[src/rtl/memcmd_pkg.sv]
package memcmd_pkg;

  typedef struct packed {
    logic launch;
    logic setDone;
    logic setErr;
    logic capRx;
  } ctrlStrobe_t;

  localparam int unsigned OFF_ADDR = 0;
  localparam int unsigned OFF_TXD  = 1;
  localparam int unsigned OFF_RXD  = 2;
  localparam int unsigned OFF_CMD  = 3;
  localparam int unsigned OFF_STAT = 4;
  localparam int unsigned OFF_IEN  = 5;

  localparam int unsigned OP_W    = 4;
  localparam logic [3:0]  OP_READ = 4'h8;
  localparam int unsigned STAT_W  = 2;

endpackage

[src/rtl/memcmd_ctrl.sv]
module memcmd_ctrl
  import memcmd_pkg::*;
#(
  parameter int unsigned DATA_W = 32,
  parameter int unsigned REG_AW = 3,
  parameter int unsigned KEY_W  = 16,
  parameter logic [KEY_W-1:0] KEY = 16'hA55A
) (
  input  logic              clk,
  input  logic              rstN,
  input  logic              busWr,
  input  logic [REG_AW-1:0] busAddr,
  input  logic [DATA_W-1:0] busWdata,
  input  logic              reqAck,
  input  logic              ackErr,
  output logic              reqValid,
  output ctrlStrobe_t       strobe
);

  logic busyQ;
  logic pendReadQ;
  logic cmdWr;
  logic keyOk;
  logic opOk;
  logic [OP_W-1:0] opVal;
  logic ackSeen;

  assign cmdWr   = busWr && (busAddr == REG_AW'(OFF_CMD));
  assign keyOk   = (busWdata[DATA_W-1 -: KEY_W] == KEY);
  assign opVal   = busWdata[OP_W-1:0];
  // manual codes occupy the upper half of the opcode space
  assign opOk    = opVal[OP_W-1];
  assign ackSeen = busyQ && reqAck;

  always_comb begin
    strobe.launch  = cmdWr && !busyQ && keyOk && opOk;
    strobe.setErr  = (cmdWr && (busyQ || !keyOk || !opOk)) || (ackSeen && ackErr);
    strobe.setDone = ackSeen && !ackErr;
    strobe.capRx   = ackSeen && !ackErr && pendReadQ;
  end

  always_ff @(posedge clk or negedge rstN) begin
    if (!rstN) begin
      busyQ     <= 1'b0;
      pendReadQ <= 1'b0;
    end else if (strobe.launch) begin
      busyQ     <= 1'b1;
      pendReadQ <= (opVal == OP_READ);
    end else if (ackSeen) begin
      busyQ     <= 1'b0;
      pendReadQ <= 1'b0;
    end
  end

  assign reqValid = busyQ;

endmodule

[src/rtl/memcmd_dpath.sv]
module memcmd_dpath
  import memcmd_pkg::*;
#(
  parameter int unsigned DATA_W = 32,
  parameter int unsigned ADDR_W = 32,
  parameter int unsigned REG_AW = 3
) (
  input  logic              clk,
  input  logic              rstN,
  input  logic              busWr,
  input  logic [REG_AW-1:0] busAddr,
  input  logic [DATA_W-1:0] busWdata,
  input  ctrlStrobe_t       strobe,
  input  logic [DATA_W-1:0] ackData,
  output logic [DATA_W-1:0] busRdata,
  output logic [OP_W-1:0]   reqOp,
  output logic [ADDR_W-1:0] reqAddr,
  output logic [DATA_W-1:0] reqData,
  output logic [STAT_W-1:0] statusQ,
  output logic              irq
);

  logic [ADDR_W-1:0] addrQ;
  logic [DATA_W-1:0] txQ;
  logic [DATA_W-1:0] rxQ;
  logic [STAT_W-1:0] ienQ;
  logic [OP_W-1:0]   lastOpQ;
  logic [STAT_W-1:0] statSet;
  logic [STAT_W-1:0] statClr;

  function automatic logic selHit(input logic [REG_AW-1:0] a, input int unsigned off);
    return a == REG_AW'(off);
  endfunction

  always_ff @(posedge clk or negedge rstN) begin
    if (!rstN) begin
      addrQ   <= '0;
      txQ     <= '0;
      ienQ    <= '0;
      lastOpQ <= '0;
    end else begin
      if (busWr && selHit(busAddr, OFF_ADDR)) addrQ <= busWdata[ADDR_W-1:0];
      if (busWr && selHit(busAddr, OFF_TXD))  txQ   <= busWdata;
      if (busWr && selHit(busAddr, OFF_IEN))  ienQ  <= busWdata[STAT_W-1:0];
      if (strobe.launch)                      lastOpQ <= busWdata[OP_W-1:0];
    end
  end

  // request payload frozen at launch
  always_ff @(posedge clk or negedge rstN) begin
    if (!rstN) begin
      reqOp   <= '0;
      reqAddr <= '0;
      reqData <= '0;
    end else if (strobe.launch) begin
      reqOp   <= busWdata[OP_W-1:0];
      reqAddr <= addrQ;
      reqData <= txQ;
    end
  end

  always_ff @(posedge clk or negedge rstN) begin
    if (!rstN)             rxQ <= '0;
    else if (strobe.capRx) rxQ <= ackData;
  end

  assign statSet = {strobe.setErr, strobe.setDone};
  assign statClr = (busWr && selHit(busAddr, OFF_STAT)) ? busWdata[STAT_W-1:0] : '0;

  always_ff @(posedge clk or negedge rstN) begin
    if (!rstN) statusQ <= '0;
    else       statusQ <= (statusQ & ~statClr) | statSet;
  end

  assign irq = |(statusQ & ienQ);

  always_comb begin
    busRdata = '0;
    if (selHit(busAddr, OFF_ADDR))      busRdata = DATA_W'(addrQ);
    else if (selHit(busAddr, OFF_TXD))  busRdata = txQ;
    else if (selHit(busAddr, OFF_RXD))  busRdata = rxQ;
    else if (selHit(busAddr, OFF_CMD))  busRdata = DATA_W'(lastOpQ);
    else if (selHit(busAddr, OFF_STAT)) busRdata = DATA_W'(statusQ);
    else if (selHit(busAddr, OFF_IEN))  busRdata = DATA_W'(ienQ);
  end

endmodule

[src/rtl/memcmd_front.sv]
module memcmd_front
  import memcmd_pkg::*;
#(
  parameter int unsigned DATA_W = 32,
  parameter int unsigned ADDR_W = 32,
  parameter int unsigned REG_AW = 3,
  parameter int unsigned KEY_W  = 16,
  parameter logic [KEY_W-1:0] KEY = 16'hA55A
) (
  input  logic              clk,
  input  logic              rstN,
  input  logic              busWr,
  input  logic [REG_AW-1:0] busAddr,
  input  logic [DATA_W-1:0] busWdata,
  output logic [DATA_W-1:0] busRdata,
  output logic              reqValid,
  output logic [3:0]        reqOp,
  output logic [ADDR_W-1:0] reqAddr,
  output logic [DATA_W-1:0] reqData,
  input  logic              reqAck,
  input  logic              ackErr,
  input  logic [DATA_W-1:0] ackData,
  output logic              irq
);

  ctrlStrobe_t       strobe;
  logic [STAT_W-1:0] statusQ;

  memcmd_ctrl #(
    .DATA_W(DATA_W), .REG_AW(REG_AW), .KEY_W(KEY_W), .KEY(KEY)
  ) u_ctrl (
    .clk(clk), .rstN(rstN), .busWr(busWr), .busAddr(busAddr),
    .busWdata(busWdata), .reqAck(reqAck), .ackErr(ackErr),
    .reqValid(reqValid), .strobe(strobe)
  );

  memcmd_dpath #(
    .DATA_W(DATA_W), .ADDR_W(ADDR_W), .REG_AW(REG_AW)
  ) u_dpath (
    .clk(clk), .rstN(rstN), .busWr(busWr), .busAddr(busAddr),
    .busWdata(busWdata), .strobe(strobe), .ackData(ackData),
    .busRdata(busRdata), .reqOp(reqOp), .reqAddr(reqAddr),
    .reqData(reqData), .statusQ(statusQ), .irq(irq)
  );

endmodule

[config.mk]
export PLATFORM = sky130hd
export DESIGN_NAME = memcmd_front
export DESIGN_NICKNAME = d
export VERILOG_FILES = /design/src/rtl/memcmd_pkg.sv /design/src/rtl/memcmd_ctrl.sv /design/src/rtl/memcmd_dpath.sv /design/src/rtl/memcmd_front.sv
export SDC_FILE = /design/constraint.sdc
export NUM_CORES = 1
export LEC_CHECK = 0
export BUFFER_PORTS_ARGS = -buffer_cell sky130_fd_sc_hd__buf_2
export CORE_UTILIZATION = 35
export DETAILED_ROUTE_END_ITERATION = 16
export MAX_ROUTING_LAYER = met4
export SLEW_MARGIN = 5
export SYNTH_ARGS = -nofsm -noshare
export SYNTH_HDL_FRONTEND = slang
export SYNTH_SLANG_ARGS = --single-unit
[constraint.sdc]
create_clock -name clk -period 1.7 [get_ports clk]
set_input_delay 0.34 -clock clk [delete_from_list [all_inputs] [get_ports clk]]
set_output_delay 0.34 -clock clk [all_outputs]
set_load 0.05 [all_outputs]
==> impl_results.md, run 1 <==
- Pins Over Slew Limit: 0
- Sink Count: 170
- # IOs: about 170
- Vias in the first global route: a little under 6000
- Crit path max fanout: 12
- Grt total ovfl: 0
- First-pass GRT wire length: 32600 µm
- Syn Area/Cell: between 10 and 15 µm²
- Post-synthesis sequential area ratio: a little under three fifths
- CP Capture Type: flop
- Layout area overhead: 47.1%
- Via-to-Cell Ratio: 4.79
- Synth Net Count: 600
- Setup slack, reg-to-reg: -240 ps
- Startpoint Class: flop
- Sequential Area: about 4300 µm²
- Sequential share of power: a little over two fifths
- Drt total wl: ~21000 µm
- Critical Path RT: 2000 ps
- Least-Margin Pin Slew: between 600 and 700 ps
- Synth area leaders: dfrtp_1 (56%), mux2_4 (13%), mux2_2 (13%)
- Yosys top cell by area: dfrtp_1
- Netlist cell types: 34
- Worst vdd ir: 0.729 mV
- WL per Instance: 19.0 µm
- Max-cap violations: 0
- DRT iter0 DRCs: roughly 210
- Synth warn: 0
- Share of layout cells above drive strength 1: between 60% and 70%
- Clock latency on the worst-skew pair: 430 ps
- FF-to-FF Start: u_ctrl.reqValid
- Setup Viol. Count Final: ~100
- Async SR Flop Fraction: 100%
- Area of the multi-input gates: roughly 3500 µm²
- DRT antenna net count: 0
- Post-DP HPWL: approximately 14000 µm
- Ys flop type: dfrtp_1
- GRT Total Usage: 20.0%
- Die ar.: 22400 µm²
- Min Tclk post-route: a little under 2000 ps
- H-tree Lvls: 4
- Reg-to-reg endpoint: u_dpath.reqData[30]
- Critical setup path kind: reg2reg
- Fillers: 1814
- F_max: between 500 and 600 MHz
- PD cells: 968 nW/µm²
- Switching Fraction: between 20 and 30%
- Synth Register Bits: 170
- Switching pwr: 2.97 mW
- Number of cells after detailed placement: between 900 and 1000
- Violated checks: setup timing
- Hold Fails Final Rpt: 0
- LEAKAGE: roughly 5.6 nW
- Internal: 7.89 mW
- Netlist Area Pre-Place: between 7000 and 8000 µm²
- Nets: ~900
- Port Buffer Count: 173
- Root buf cell: clkbuf_16
- Fin util: a little over half
- EDFF count, synth: 0
- Initial antenna violation count: 2
- Final Non-Filler Cells: approximately 1100
- Largest net degree at the start of global routing: 45
- Clock transition at path regs: approximately 70 ps
- Clk_skew: between 15 and 20 ps
- Placer congestion estimate: 0.782
- Gate power share: 21.5%
- Headroom to the max-slew limit: between 50% and 60%
- RSZ-0062 raised after global routing: true
- Share of the synthesized area in the top cell type: approximately 56%
- Total number of vias: 5336
- HP Class: in2reg
- Num CTS Buffers: 17
- Worst setup path startpoint: u_ctrl.reqValid
- Crit share post-route: 114%
- Hold Path Depth: 2
- Hold_sp: ackData[8]
- Crit path DAT: approximately 2200 ps
- Status: finished with violations
- Setup ws final: -243 ps
- Clock Path Buffers: 2
- Die height: ~150 µm
- Initial Utilization: between 30% and 40%
- Clk network pwr share: ~36%
- Gate Count Post-Synth: ~530
- Core area: roughly 21000 µm²
- Endpoint, Worst Hold: u_dpath.rxQ[8]
- Rows: 53
- Die Wd: approximately 150 µm
- Post-route DRC violation count: 0
- CTS tree: built
- Drt first pass iters: 4
- R2R depth: 6
power by group through the flow:
stage	sequential, mW	combinational [mW]	clock, mW
after CTS	4.60	2.21	4.00
after global routing	4.64	2.51	4.18
final	4.61	2.33	3.91
after detailed placement	4.75	1.52	0
after global placement	4.72	1.49	0
after floorplan	4.66	1.04	0
per-stage QoR:
stage	TNS, ps	power, mW	area [µm²]	hold WS (ps)	setup WS [ps]
floorplan	-12650	5.70	7910	44.4	-189
global placement	-29970	6.21	9400	289	-316
detailed placement	-31870	6.28	9400	300	-340
CTS	-18300	10.8	11000	123	-253
global route	-22470	11.3	11200	126	-297
finish	-16670	10.9	11200	135	-243
cell families (layout without fill, tap and decap cells):
group                  after synthesis  after routing  share of synthesized area, %
and+or+nand+nor                     89             89                          5.59
buffers and inverters               33            342                          3.41
other                                0              2                             0
DFF                                170            170                          55.8
AOI/OAI and AO/OA                   36             36                          2.66
muxes                              200            200                          32.6
flip-flops by register name, summed over array words and instances (netlist names):
signal / count
u_dpath.statusQ: 2
u_ctrl.pendReadQ: 1
u_dpath.ienQ: 2
u_dpath.lastOpQ: 4
u_dpath.rxQ: 32
u_dpath.reqAddr: 32
u_ctrl.reqValid: 1
u_dpath.addrQ: 32
u_dpath.reqData: 32
u_dpath.txQ: 32
Yosys cell counts (5+ instances only):
master	number
buf_2	12
mux2_4	67
nor2_1	61
nand2_1	9
mux2_1	12
buf_12	7
a21oi_1	30
mux2i_1	33
buf_1	5
clkbuf_1	7
mux2_2	86
dfrtp_1	170
how the worst max path moves through the flow:
stage	to	slack [ps]	cells after the start
after floorplan	u_dpath.lastOpQ[0]	-190	6
after global placement	u_dpath.reqData[25]	-320	6
after detailed placement	u_dpath.reqAddr[6]	-340	6
after CTS	busRdata[2]	-250	3
after global routing	u_dpath.reqData[10]	-300	6
final	u_dpath.reqData[30]	-240	6
area by class of cell:
class	count	share of cell area, %
inverters	1	0.0335
multi-input cells	325	31.6
flip-flops and latches	170	37.9
well taps	275	3.07
repair buffers	310	22.1
diodes	2	0.0446
clock buffers	19	4.04
clock inverters	12	1.25
critical path, stage by stage, from the launching register on:
cell     delay (ps)
dfrtp_2         430
nor4b_4         230
and4b_1         280
and3_4          240
buf_12          150
buf_12          170
mux2_4          310
cell usage in the layout, fill, tap and decap left out, types with 2 or more instances in the layout:
master      netlist  layout
nor2_4            0      28
clkbuf_8          0       2
mux2_2           86      86
bufinv_16         0       2
nor3_4            0       2
buf_12            7      17
a21oi_2           0      28
buf_16            0       3
clkinvlp_4        0       3
buf_4             0     111
diode_2           0       2
mux2i_2           0       3
mux2i_1          33      30
mux2_1           12      12
nor2b_4           0       3
buf_8             0       7
mux4_2            2       2
inv_6             0       3
clkinv_4          0       3
dfrtp_1         170     169
nand2_1           9       8
mux2_4           67      67
clkbuf_16         0      20
or2_2             2       2
nand2b_1          2       2
buf_2            12     138
o221ai_4          0       2
nor2_1           61      33
buf_6             1      30
repair_timing:
action                     4_1_cts  5_1_grt
hold endpoints to repair        38        0
setup endpoints to repair      101      102
setup buffers                   65       20
cloned                           3        3
pin swaps                       13       16
gates resized for setup        109        7
hold buffers                     1        0
per-layer routing:
layer	global-route usage [%]	vias to the layer above	share of wire (%)
met5	-	-	0
met4	7.14	0	2.0
met3	3.90	26	3.6
met2	32.7	109	51
met1	24.5	2739	44
li1	-	2462	-
(Power assumes the default switching activity.)
==> run 2, diff against run 1 <==
- CORE_UTILIZATION: 35 -> 49
- PLACE_DENSITY: unset -> 0.76
==> run 2 against run 1 <==
- worst hold slack better by 3.9 ps
- sequential cell count unchanged
- sequential power about the same
- maximum frequency rose by 1.2%
- combinational power fell by 3%
- highest routed layer unchanged
- the flow still finishes with violations (setup timing)
- die area shrank 28%
==> impl_results.md, run 2 (synthesis results as in run 1) <==
- Least-Margin Pin Slew: 476 ps (-143 ps)
- Drt first pass iters: 4 (unchanged)
- Setup Viol. Count Final: 100 (-0.99%)
- Crit path max fanout: 7 (-5)
- Share of layout cells above drive strength 1: 67.4% (-0.90 points)
- Worst vdd ir: 0.642 mV (-12%)
- Setup ws final: -220 ps (+23.3 ps)
- HP Class: in2reg
- F_max: 521 MHz (+1.2%)
- GRT Total Usage: 27.2% (+7.2 points)
- Num CTS Buffers: 17 (unchanged)
- H-tree Lvls: 4 (unchanged)
- Crit share post-route: 113% (-1.4 points)
- Nets: 879 (-2.0%)
- Startpoint Class: flop
- Clock Path Buffers: 2 (unchanged)
- Commonest cells after routing, fill and taps aside: dfrtp_1 (169), buf_2 (137), buf_4 (94)
- Grt total ovfl: 0 (unchanged)
- WL per Instance: 20.8 µm (+9.4%)
- Fin area: 11000 µm² (-2.0%)
- Sequential Area: 4260 µm² (unchanged)
- RSZ-0062 raised after global routing: true
- Via-to-Cell Ratio: 5.40 (+13%)
- Rows: 45 (-15%)
- CP Capture Type: flop
- Fillers: 946 (-48%)
- Initial antenna violation count: 2 (unchanged)
- DRT iter0 DRCs: 274 (+29%)
- Root buf cell: clkbuf_16
- Largest net degree at the start of global routing: 44 (-2.2%)
- Dpl ws: -393 ps (-53.6 ps)
- Headroom to the max-slew limit: 68.2% (+9.5 points)
- Status: finished with violations
- DRT antenna net count: 0 (unchanged)
- CP top delay family: simple AND/OR/NAND/NOR gates
- CP peak stage delay: 410 ps (-20 ps)
- Final hold slack: 139 ps (+3.86 ps)
- PD cells: 1010 nW/µm² (+4.0%)
- Clock transition at path regs: 70 ps (about the same)
- Most common cell after layout, fill and taps aside: dfrtp_1
- Critical Path RT: 2010 ps (about the same)
- Die height: 127 µm (-15%)
- First-pass GRT wire length: 31800 µm (-2.5%)
- Drt total wl: 21000 µm (-0.80%)
- LEAKAGE: 5.50 nW (-1.1%)
- Placer congestion estimate: 0.814 (+4.1%)
- Vias in the first global route: 5925 (+0.15%)
- Total number of vias: 5452 (+2.2%)
- Post-route DRC violation count: 0 (unchanged)
- Area of the multi-input gates: 3530 µm² (-0.46%)
- Crit path DAT: 2230 ps (about the same)
- Violated checks: setup timing
- Fin util: 72.4% (+19 points)
- Clk_skew: 6.56 ps (-9.76 ps)
- Layout area overhead: 44.2%
- Die ar.: 16100 µm² (-28%)
- Core area: 15200 µm² (-28%)
- Crit path buffers/inverters: 2 (unchanged)
- Clock latency on the worst-skew pair: 430 ps (about the same)
- Post-DP HPWL: 13000 µm (-6.2%)
- Placed cell area: 9300 µm² (-1.1%)
- CP Cell Sequence: nor4b_2 -> and4b_1 -> and3_4 -> buf_12 -> buf_16 -> mux2_4
- Crit path max-delay cell type: dfrtp_2
- Min Tclk post-route: 1920 ps (-23.3 ps)
- Sink Count: 170 (unchanged)
- # IOs: 174 (unchanged)
- Initial Utilization: 50.2% (+14 points)
- Pins Over Slew Limit: 0 (unchanged)
- Number of cells after detailed placement: 903 (-8.7%)
- Hold Fails Final Rpt: 0 (unchanged)
- Final Non-Filler Cells: 1010 (-9.3%)
- Max-cap violations: 0 (unchanged)
- CTS tree: built
- Port Buffer Count: 173 (unchanged)
- Critical setup path kind: reg2reg
- Die Wd: 127 µm (-15%)
[run 2: report_power, final]
group	switching, mW	internal (mW)	total [mW]
clock	1.66	2.51	4.17
sequential	0.235	4.40	4.63
combinational	1.11	1.16	2.26
[run 2: worst paths after layout]
check,slack (ps),startpoint,to,cells past startpoint
worst max-delay path,-220,u_ctrl.reqValid,u_dpath.reqData[16],6
worst min-delay path,140,ackData[6],u_dpath.rxQ[6],2
worst max register to register,-220,u_ctrl.reqValid,u_dpath.reqData[16],6
worst min register to register,510,u_dpath.rxQ[3],u_dpath.rxQ[3],1
max in group asynchronous,700,rstN,u_dpath.txQ[18],3
min in group asynchronous,410,rstN,u_dpath.rxQ[25],2
[run 2: cell type report]
type	count	share of cell area (%)
diodes	2	0.0455
well taps	188	2.14
repair buffers	292	21.3
multi-input cells	325	32.1
clock buffers	18	3.99
inverters	1	0.0341
flip-flops and latches	170	38.7
clock inverters	14	1.74
[run 2: metrics by stage]
step | setup TNS (ps) | power [mW]
2_1_floorplan | -12650 | 5.70
3_3_place_gp | -31990 | 6.20
3_5_place_dp | -35450 | 6.30
4_1_cts | -14730 | 10.9
5_1_grt | -18150 | 11.5
6_report | -13300 | 11.1
[run 2: per-layer routing]
layer	vias up	wire (µm)	track usage [%]
met4	0	663	10.9
met1	2823	8770	32.9
met5	-	0	-
met2	166	10600	44.2
met3	43	940	6.24
li1	2420	-	-
[run 2: timing repair]
action | 4_1_cts | 5_1_grt
gates resized for setup | 106 | 7
pin swaps | 9 | 5
hold buffers | 1 | 0
endpoints found under the hold margin | 36 | 0
buffers inserted | 48 | 18
cloned | 3 | 3
endpoints found under the setup margin | 100 | 101
